--- src/rtl/scsi_sel_pkg.sv ---
package scsi_sel_pkg;

   localparam int STEP_W = 3;

   typedef enum logic [1:0] {
      SEL_PLAIN    = 2'd0,
      SEL_ATN      = 2'd1,
      SEL_ATN_STOP = 2'd2,
      SEL_ATN3     = 2'd3
   } sel_kind_e;

   // phase codes are decoded by the status logic above this block
   typedef enum logic [2:0] {
      PH_DATA_OUT = 3'd0,
      PH_DATA_IN  = 3'd1,
      PH_COMMAND  = 3'd2,
      PH_STATUS   = 3'd3,
      PH_MSG_OUT  = 3'd6,
      PH_MSG_IN   = 3'd7
   } bus_phase_e;

   typedef enum logic [1:0] {
      LINK_NONE      = 2'd0,
      LINK_INITIATOR = 2'd1,
      LINK_TARGET    = 2'd2
   } link_e;

   typedef enum logic [1:0] {
      RES_ABSENT,
      RES_BAD_ID,
      RES_STOPPED,
      RES_SENT
   } result_e;

   typedef enum logic [1:0] {
      SQ_IDLE,
      SQ_MSG,
      SQ_CMD,
      SQ_POST
   } seq_state_e;

   function automatic logic [1:0] msg_bytes(sel_kind_e k);
      case (k)
         SEL_PLAIN: return 2'd0;
         SEL_ATN3:  return 2'd3;
         default:   return 2'd1;
      endcase
   endfunction

endpackage

--- src/rtl/scsi_sel_idchk.sv ---
module scsi_sel_idchk #(
   parameter int DATA_W = 8,
   parameter int LUN_W  = 3
) (
   input  logic [DATA_W-1:0] msg_byte,
   output logic              ident_ok
);
   localparam int HI_W = DATA_W - LUN_W;

   if (HI_W < 3) begin : g_bad_width
      $error("scsi_sel_idchk: DATA_W too small for LUN_W");
   end

   logic [LUN_W-1:0] lun;
   logic [HI_W-1:0]  hi;

   assign lun = msg_byte[LUN_W-1:0];
   assign hi  = msg_byte[DATA_W-1:LUN_W];

   // top bit set, disconnect-permission bit free, reserved bits and LUN clear
   assign ident_ok = (lun == '0) && hi[HI_W-1] && (hi[HI_W-3:0] == '0);

endmodule

--- src/rtl/scsi_sel_cmdsrc.sv ---
module scsi_sel_cmdsrc #(
   parameter int DATA_W = 8,
   parameter int CNT_W  = 16,
   parameter bit DMA_EN = 1'b1
) (
   input  logic              clk,
   input  logic              rst_n,
   input  logic              load,
   input  logic [CNT_W-1:0]  load_count,
   input  logic              active,
   input  logic              use_dma,
   input  logic              fifo_empty,
   input  logic [DATA_W-1:0] fifo_rdata,
   input  logic [DATA_W-1:0] dma_rdata,
   output logic              take_fifo,
   output logic              take_dma,
   output logic              out_valid,
   output logic [DATA_W-1:0] out_byte,
   output logic              finished
);
   localparam int REM_W = CNT_W + 1;

   if (CNT_W < 1) begin : g_bad_cnt
      $error("scsi_sel_cmdsrc: CNT_W must be at least 1");
   end

   if (DMA_EN) begin : g_dma
      logic [REM_W-1:0] remaining;

      always_ff @(posedge clk or negedge rst_n) begin
         if (!rst_n)
            remaining <= '0;
         else if (load)
            remaining <= (load_count == '0) ? (REM_W'(1) << CNT_W) : REM_W'(load_count);
         else if (take_dma)
            remaining <= remaining - 1'b1;
      end

      assign take_dma  = active && use_dma && (remaining != '0);
      assign take_fifo = active && !use_dma && !fifo_empty;
      assign finished  = active && (use_dma ? (remaining <= REM_W'(1)) : fifo_empty);

      AST_DMA_COUNT_LIVE: assert property (@(posedge clk) disable iff (!rst_n)
         take_dma && remaining > REM_W'(1) |=> take_dma);
   end else begin : g_fifo_only
      assign take_dma  = 1'b0;
      assign take_fifo = active && !fifo_empty;
      assign finished  = active && fifo_empty;
   end

   assign out_valid = take_fifo | take_dma;
   assign out_byte  = take_dma ? dma_rdata : fifo_rdata;

endmodule

--- src/rtl/scsi_sel_post.sv ---
module scsi_sel_post
   import scsi_sel_pkg::*;
(
   input  logic              clk,
   input  logic              rst_n,
   input  logic              arm,
   input  sel_kind_e         arm_kind,
   input  logic              commit,
   input  result_e           commit_res,
   input  logic [1:0]        resp,
   output logic [STEP_W-1:0] step,
   output bus_phase_e        phase,
   output link_e             link
);
   always_ff @(posedge clk or negedge rst_n) begin
      if (!rst_n) begin
         step  <= '0;
         phase <= PH_DATA_OUT;
         link  <= LINK_NONE;
      end else begin
         if (arm)
            phase <= (arm_kind == SEL_ATN_STOP) ? PH_MSG_OUT : PH_COMMAND;
         if (commit) begin
            case (commit_res)
               RES_STOPPED: begin
                  step  <= STEP_W'(1);
                  link  <= LINK_INITIATOR;
                  phase <= PH_MSG_OUT;
               end
               RES_SENT: begin
                  step  <= STEP_W'(4);
                  link  <= LINK_INITIATOR;
                  phase <= resp[1] ? PH_DATA_OUT : (resp[0] ? PH_DATA_IN : PH_STATUS);
               end
               default: begin
                  step <= '0;
                  link <= LINK_NONE;
               end
            endcase
         end
      end
   end

   AST_ARM_PHASE: assert property (@(posedge clk) disable iff (!rst_n)
      arm && !commit |=> (phase == PH_COMMAND || phase == PH_MSG_OUT));

endmodule

--- src/rtl/scsi_sel_seq.sv ---
module scsi_sel_seq
   import scsi_sel_pkg::*;
#(
   parameter int DATA_W = 8,
   parameter int CNT_W  = 16,
   parameter int ID_W   = 3,
   parameter bit DMA_EN = 1'b1
) (
   input  logic              clk,
   input  logic              rst_n,
   input  logic              cmd_valid,
   input  logic [1:0]        cmd_kind,
   input  logic              cmd_dma,
   input  logic [ID_W-1:0]   cmd_target,
   input  logic              tgt_present,
   input  logic [1:0]        tgt_resp,
   input  logic [CNT_W-1:0]  xfer_count,
   input  logic              fifo_empty,
   input  logic [DATA_W-1:0] fifo_rdata,
   output logic              fifo_pop,
   output logic              fifo_flush,
   input  logic [DATA_W-1:0] dma_rdata,
   output logic              dma_take,
   output logic              tx_valid,
   output logic              tx_msg,
   output logic [DATA_W-1:0] tx_data,
   output logic [ID_W-1:0]   sel_target,
   output logic              busy,
   output logic              done,
   output logic              irq_int,
   output logic              irq_fc,
   output logic              irq_bs,
   output logic              irq_dis,
   output logic [STEP_W-1:0] step,
   output logic [2:0]        phase,
   output logic [1:0]        conn_state
);
   if (ID_W < 1) begin : g_bad_id
      $error("scsi_sel_seq: ID_W must be at least 1");
   end

   seq_state_e        state, state_nx;
   result_e           res_q, res_nx;
   sel_kind_e         kind_q, kind_in;
   logic              dma_q;
   logic [1:0]        msg_left;
   logic              id_bad;
   logic [ID_W-1:0]   target_q;

   logic              accept, msg_pop, first_msg, ident_ok, bad_now, commit;
   logic              src_take_fifo, src_take_dma, src_valid, src_fin;
   logic [DATA_W-1:0] src_byte;
   bus_phase_e        phase_e;
   link_e             link_e_q;

   assign kind_in   = sel_kind_e'(cmd_kind);
   assign accept    = (state == SQ_IDLE) && cmd_valid;
   assign msg_pop   = (state == SQ_MSG) && !fifo_empty;
   assign first_msg = (msg_left == msg_bytes(kind_q));
   assign bad_now   = id_bad | (first_msg & ~ident_ok);

   scsi_sel_idchk #(.DATA_W(DATA_W)) u_idchk (
      .msg_byte (fifo_rdata),
      .ident_ok (ident_ok)
   );

   scsi_sel_cmdsrc #(.DATA_W(DATA_W), .CNT_W(CNT_W), .DMA_EN(DMA_EN)) u_cmdsrc (
      .clk        (clk),
      .rst_n      (rst_n),
      .load       (accept),
      .load_count (xfer_count),
      .active     (state == SQ_CMD),
      .use_dma    (dma_q),
      .fifo_empty (fifo_empty),
      .fifo_rdata (fifo_rdata),
      .dma_rdata  (dma_rdata),
      .take_fifo  (src_take_fifo),
      .take_dma   (src_take_dma),
      .out_valid  (src_valid),
      .out_byte   (src_byte),
      .finished   (src_fin)
   );

   always_comb begin
      state_nx = state;
      res_nx   = res_q;
      case (state)
         SQ_IDLE: if (cmd_valid) begin
            if (!tgt_present) begin
               state_nx = SQ_POST;
               res_nx   = RES_ABSENT;
            end else if (msg_bytes(kind_in) != 2'd0) begin
               state_nx = SQ_MSG;
            end else begin
               state_nx = SQ_CMD;
            end
         end
         SQ_MSG: if (msg_pop && msg_left == 2'd1) begin
            if (bad_now) begin
               state_nx = SQ_POST;
               res_nx   = RES_BAD_ID;
            end else if (kind_q == SEL_ATN_STOP) begin
               state_nx = SQ_POST;
               res_nx   = RES_STOPPED;
            end else begin
               state_nx = SQ_CMD;
            end
         end
         SQ_CMD: if (src_fin) begin
            state_nx = SQ_POST;
            res_nx   = RES_SENT;
         end
         default: state_nx = SQ_IDLE;
      endcase
   end

   assign commit = (state_nx == SQ_POST) && (state != SQ_POST);

   always_ff @(posedge clk or negedge rst_n) begin
      if (!rst_n) begin
         state    <= SQ_IDLE;
         res_q    <= RES_ABSENT;
         kind_q   <= SEL_PLAIN;
         dma_q    <= 1'b0;
         msg_left <= '0;
         id_bad   <= 1'b0;
         target_q <= '0;
      end else begin
         state <= state_nx;
         res_q <= res_nx;
         if (accept) begin
            kind_q   <= kind_in;
            dma_q    <= cmd_dma & DMA_EN;
            msg_left <= msg_bytes(kind_in);
            id_bad   <= 1'b0;
            target_q <= cmd_target;
         end else if (msg_pop) begin
            msg_left <= msg_left - 2'd1;
            id_bad   <= bad_now;
         end
      end
   end

   scsi_sel_post u_post (
      .clk        (clk),
      .rst_n      (rst_n),
      .arm        (accept),
      .arm_kind   (kind_in),
      .commit     (commit),
      .commit_res (res_nx),
      .resp       (tgt_resp),
      .step       (step),
      .phase      (phase_e),
      .link       (link_e_q)
   );

   assign phase      = phase_e;
   assign conn_state = link_e_q;
   assign sel_target = target_q;
   assign busy       = (state != SQ_IDLE);
   assign done       = (state == SQ_POST);
   assign irq_int    = done;
   assign irq_dis    = done && (res_q == RES_ABSENT || res_q == RES_BAD_ID);
   assign irq_fc     = done && (res_q == RES_STOPPED || res_q == RES_SENT);
   assign irq_bs     = irq_fc;
   assign fifo_flush = done && (res_q == RES_ABSENT);
   assign fifo_pop   = msg_pop | src_take_fifo;
   assign dma_take   = src_take_dma;
   assign tx_valid   = msg_pop | src_valid;
   assign tx_msg     = (state == SQ_MSG);
   assign tx_data    = (state == SQ_MSG) ? fifo_rdata : src_byte;

   AST_POP_NEEDS_DATA: assert property (@(posedge clk) disable iff (!rst_n)
      fifo_pop |-> !fifo_empty);
   AST_POST_ONE_CYCLE: assert property (@(posedge clk) disable iff (!rst_n)
      done |=> !done);
   AST_BUSY_FROM_CMD: assert property (@(posedge clk) disable iff (!rst_n)
      $rose(busy) |-> $past(cmd_valid));
   AST_IDLE_QUIET: assert property (@(posedge clk) disable iff (!rst_n)
      !busy |-> !tx_valid && !dma_take);
   AST_DIS_UNLINKS: assert property (@(posedge clk) disable iff (!rst_n)
      irq_dis |-> conn_state == 2'd0 && step == '0);
   AST_FC_LINKS: assert property (@(posedge clk) disable iff (!rst_n)
      irq_fc |-> conn_state == 2'd1 && step != '0);
   AST_FLUSH_NO_POP: assert property (@(posedge clk) disable iff (!rst_n)
      fifo_flush |-> irq_dis && !fifo_pop);
   AST_STOP_MSG_OUT: assert property (@(posedge clk) disable iff (!rst_n)
      done && step == 3'd1 |-> phase == 3'd6);

endmodule

--- config.mk ---
export PLATFORM = sky130hd
export DESIGN_NAME = scsi_sel_seq
export DESIGN_NICKNAME = d
export VERILOG_FILES = /design/src/rtl/scsi_sel_pkg.sv /design/src/rtl/scsi_sel_idchk.sv /design/src/rtl/scsi_sel_cmdsrc.sv /design/src/rtl/scsi_sel_post.sv /design/src/rtl/scsi_sel_seq.sv
export SDC_FILE = /design/constraint.sdc
export NUM_CORES = 1
export LEC_CHECK = 0
export ABC_AREA = 1
export CORE_UTILIZATION = 55
export DETAILED_ROUTE_END_ITERATION = 6
export DONT_BUFFER_PORTS = 1
export PLACE_DENSITY = 0.7
export SETUP_SLACK_MARGIN = 0.1
export SLEW_MARGIN = 10
export SYNTH_ARGS = -nofsm -noshare
export SYNTH_HDL_FRONTEND = slang
export SYNTH_SLANG_ARGS = --single-unit
--- constraint.sdc ---
create_clock -name clk -period 3 [get_ports clk]
set_input_delay 0.75 -clock clk [delete_from_list [all_inputs] [get_ports clk]]
set_output_delay 0.75 -clock clk [all_outputs]
set_load 0.005 [all_outputs]
Word-level counts from Yosys, hierarchy flattened. Index checks and enable logic that the tools add are counted.

Output and inout bits: 30. Input port bits: 45. Flip-flop bits (word level): 38.

Bitwise logic cells: 6. Add/subtract/negate cells: 2. Reduce and logical (&&, ||, !) cells: 31. Equal/unequal tests: 16. $lt $le $gt $ge: 1. Mux-type cells: 38.

Operator list (number): 17-bit two-way mux (3); 2-bit two-way mux (17); 2-bit equality test (second input constant) (11); 17-bit by 1-bit less-or-equal comparator with 1-bit output (second input constant) (1); 17-bit nonzero test (1); 17-bit by 1-bit subtractor with 17-bit output (second input constant) (1); 16-bit zero test (1); 8-bit two-way mux (2); 1-bit logical AND (14); 3-bit two-way mux (4); 2-bit case mux with 3 select lines (2); 3-bit case mux with 2 select lines (2); 2-bit zero test (4); 2-bit case mux with 2 select lines (2); 2-bit nonzero test (4); 2-bit by 1-bit equality test with 1-bit output (second input constant) (3); 3-bit zero test (2); 1-bit two-way mux (6); 1-bit OR (4); 2-bit equality test (1); 1-bit zero test (2); 1-bit logical OR (2); 2-bit inequality test (second input constant) (1); 2-bit OR reduction (1); other kinds (3) (3).

Longest topological paths before layout.
Depth after elaboration: 13. Mapped depth: 13. Gate-level depth less buffers: 13.

By module. A second synthesis with hierarchy kept.

Cells, all modules: 449. Area, all modules: 2830.2 sq um.

By module, submodules not included: scsi_sel_cmdsrc (instances 1, cells an instance 269, sequential area each 425.4 sq um, area an instance 1582.8 sq um); scsi_sel_seq (instances 1, cells an instance 141, sequential area each 325.3 sq um, area an instance 950.9 sq um); scsi_sel_post (instances 1, cells an instance 31, sequential area each 150.1 sq um, area an instance 264.0 sq um); scsi_sel_idchk (instances 1, cells an instance 8, sequential area each 0.0 sq um, area an instance 32.5 sq um).

Worst setup path after synthesis. OpenSTA, ideal clock, no wires.

Path kind: flip-flop to output port. Start: register u_cmdsrc.g_dma.remaining[0]. End: output tx_data[0]. Stages on the path, launching flop included: 9. Buffers on the path: 1. Path slack: 0.835 ns. Data arrival time: 1.415 ns. Cells stage by stage: dfrtp_1 -> inv_1 -> ha_1 -> nor3b_1 -> nand3_1 -> nand2_1 -> inv_2 -> buf_2 -> o21ai_0.

Word-level cells in the longest chain between the ends: 4.

RTL lines: start: declaration (RTL line scsi_sel_cmdsrc.sv:28) `logic [REM_W-1:0] remaining;`; start signal: assignment (RTL line scsi_sel_cmdsrc.sv:34) `remaining <= (load_count == '0) ? (REM_W'(1) << CNT_W) : REM_W'(load_count);`; start signal: assignment (RTL line scsi_sel_cmdsrc.sv:36) `remaining <= remaining - 1'b1;`; 17-bit nonzero test (RTL line scsi_sel_cmdsrc.sv:39) `assign take_dma = active && use_dma && (remaining != '0);`; 1-bit logical AND (RTL line scsi_sel_cmdsrc.sv:39); net dma_take (RTL line scsi_sel_seq.sv:23) `output logic dma_take,`; 8-bit two-way mux (RTL line scsi_sel_cmdsrc.sv:52) `assign out_byte = take_dma ? dma_rdata : fifo_rdata;`; 8-bit two-way mux (RTL line scsi_sel_seq.sv:171) `assign tx_data = (state == SQ_MSG) ? fifo_rdata : src_byte;`; end: declaration (RTL line scsi_sel_seq.sv:26) `output logic [DATA_W-1:0] tx_data,`.

The timed path passes the listed nets, and every way through them passes these cells.

Final worst setup path. Ends and elaborated chain as after synthesis.

==> results.sh <==
export IMPL_status="complete, no violations"
export IMPL_hold_path_class="in2async"
export IMPL_clock_skew_final_ns=0.009953
export IMPL_row_count=23
export IMPL_yosysTopAreaCell="dfrtp_1"
export IMPL_setup_tns_ns=0
export IMPL_initial_utilization_pct=58.40
export IMPL_coreArea_sq_um=4058
export IMPL_synth_cell_area_sq_um=2370
export IMPL_period_needed_ns=2.576
export IMPL_port_buffers=0
export IMPL_htree_levels=2
export IMPL_finalMaxSlewViolations=0
export IMPL_crit_start="u_cmdsrc.g_dma.remaining[0]$_DFFE_PN0P_"
export IMPL_placed_cells=389
export IMPL_synth_edff_count=0
export IMPL_final_layout_size_suffix_gt1_share_pct=7.781
export IMPL_r2r_start="u_cmdsrc.g_dma.remaining[0]$_DFFE_PN0P_"
export IMPL_die_h_um=67.64
export IMPL_max_slew_worst_pin_slew_ns=0.5658
export IMPL_fin_crit_sh_pct=85.88
export IMPL_setup_violations_final=0
export IMPL_end_kind="output pin"
export IMPL_finalWorstSetupSlack_ns=0.4236
export IMPL_die_w_um=67.64
export IMPL_grt_use_total_pct=25.82
export IMPL_dieArea_sq_um=4575
export IMPL_post_cts_buffers=0
export IMPL_synth_flop_cell="dfrtp_1"
export IMPL_yosys_area_top_type_share_pct=38.01
export IMPL_syn_to_final_growth_pct=4.646
export IMPL_worstPathMaxFanout=20
export IMPL_yosysWarnings=0
export IMPL_start_kind="register"
export IMPL_routedWlPerCell_um=13.93
export IMPL_dr_total_vias=2196
export IMPL_drt_iter0_drc=158
export IMPL_cts_root_buf="clkbuf_8"
export IMPL_synth_area_per_cell_sq_um=6.810
export IMPL_ir_drop_uv=547.8
export IMPL_async_reset_ff_share_pct=100.0
export IMPL_cts_buffers=5
export IMPL_synth_commonest_cells="nand2_1, nor2_1, dfrtp_1, inv_1, o21ai_0"
export IMPL_post_place_ws_ns=0.7664
export IMPL_stdcell_count=397
export IMPL_postCtsHoldBufs=0
export IMPL_rsz0062_at_grt="false"
export IMPL_ios=75
export IMPL_leakage_nw=1.250
export IMPL_fin_nets=395
export IMPL_synth_distinct_cells=32
export IMPL_overflow=0
export IMPL_cts_buffer_depth=2
export IMPL_hpwl_um=4129
export IMPL_timing_slew_headroom_pct=62.19
export IMPL_yosysMostFrequentCell="nand2_1"
export IMPL_ys_ff_latch=36
export IMPL_placed_area_sq_um=2387
export IMPL_crit_type="reg2out"
export IMPL_post_cts_resized=0
export IMPL_cts_sinks=36
export IMPL_grt_max_degree=37
export IMPL_grt_pass1_vias=1919
export IMPL_firstDrtPassIters=4
export IMPL_tritoncts="yes"
export IMPL_clk_pin_slew_ns=0.09
export IMPL_power_density_nw_per_um2=982.4
export IMPL_detail_route_vias_per_cell=5.531
export IMPL_design_area_sq_um=2480
export IMPL_required_ns=2.25
export IMPL_synth_seq_area_share_pct=38.01
export IMPL_antenna_left=0
export IMPL_antenna_found_initial=0
export IMPL_clk_latency_ns=0.30
export IMPL_grt_pass1_wl_um=8631
export IMPL_synth_cells=348
export IMPL_crit_arrival_ns=1.83
export IMPL_antenna_cells=0
export IMPL_postRouteWirelength_um=5532
export IMPL_place_congestion=0.9053
export IMPL_fmax_ghz=0.3881
export IMPL_synth_area_top_cells="dfrtp_1, nand2_1, nor2_1, o21ai_0, inv_1"
export IMPL_drcViolationCount=0
export IMPL_hold_viol=0
export IMPL_cap_violations=0
## per-layer routing
layer,GRT usage [%],vias up,part of all wire [%]
met3,5.574,13,7.8
met1,34.81,988,46
met4,12.77,0,2.2
li1,-,1100,-
met5,0,-,0
met2,38.74,95,44
## worst paths after layout
kind / to / slack [ns] / cells past startpoint
setup / recovery: tx_data[0] / 0.42 / 7
hold / removal: u_cmdsrc.g_dma.remaining[14]$_DFFE_PN0P_ / 0.13 / 0
setup reg to reg: u_cmdsrc.g_dma.remaining[7]$_DFFE_PN0P_ / 0.84 / 9
hold reg to reg: sel_target[2]$_DFFE_PN0P_ / 0.52 / 2
max in group asynchronous: u_post.step[2]$_DFFE_PN0P_ / 2.78 / 0
min in group clk: sel_target[2]$_DFFE_PN0P_ / 0.52 / 2
## cells by family after synthesis
family	synth area share, %
other	0.1582
xor gates and xnor gates	1.478
adders and majority gates	2.112
and+or+nand+nor	36.06
DFF	38.01
buffers and inverters	9.504
AOI/OAI and AO/OA	12.67
## cells in the final DEF (no fill, tap or decap), types with 2 or more instances in the layout
cell,count
nand2_1,110
clkbuf_8,5
buf_4,3
or2_1,2
a21oi_1,6
inv_2,5
nor2_1,40
xor2_1,4
nor2_2,4
o21ai_0,30
inv_1,36
dfrtp_1,36
o311ai_0,2
a22oi_1,2
nand3_2,2
nand4_1,3
ha_1,4
o211ai_1,8
nor3_1,2
clkinvlp_4,2
o21ai_1,2
conb_1,2
nand3_1,22
nor4_1,6
## state kept, by name, indices dropped and copies added (netlist names)
| register | cells |
|---|---|
| dma_q | 1 |
| id_bad | 1 |
| kind_q | 2 |
| msg_left | 2 |
| res_q | 2 |
| sel_target | 3 |
| state | 2 |
| u_cmdsrc.g_dma.remaining | 17 |
| u_post.link | 1 |
| u_post.phase | 3 |
| u_post.step | 2 |
## report_power, final
group | internal (W) | switching (W)
clock | 0.000165 | 0.000198
combinational | 0.000397 | 0.000753
sequential | 0.000707 | 0.000217
total | 0.00127 | 0.00117
## metrics by stage
step / power (W) / util (%) / hold WS [ns]
2_1_floorplan: 0.001830 / - / 0.4544
3_3_place_gp: 0.002045 / 58.83 / 0.4551
4_1_cts: 0.002446 / 61.12 / 0.1291
5_1_grt: 0.002676 / 61.12 / 0.1174
3_5_place_dp: 0.002076 / 58.83 / 0.4552
6_report: 0.002436 / 61.12 / 0.1334
## critical path, cell delays in order, from the launching register on
cell	delay [ns]
dfrtp_1	0.42
inv_1	0.14
ha_1	0.17
nor3b_1	0.19
nand3_1	0.10
nand2_1	0.10
inv_2	0.15
o21ai_0	0.25
## layout make-up
type                    instances  area, sq um
inverters                      41        153.9
clock buffers                   5        68.82
repair buffers                  3        22.52
clock inverters                 3        23.77
multi-input cells             259         1247
flip-flops and latches         36        900.9
well taps                      50        62.56
fillers                       384         1578
Note: power is estimated with default switching activity, not from simulation.
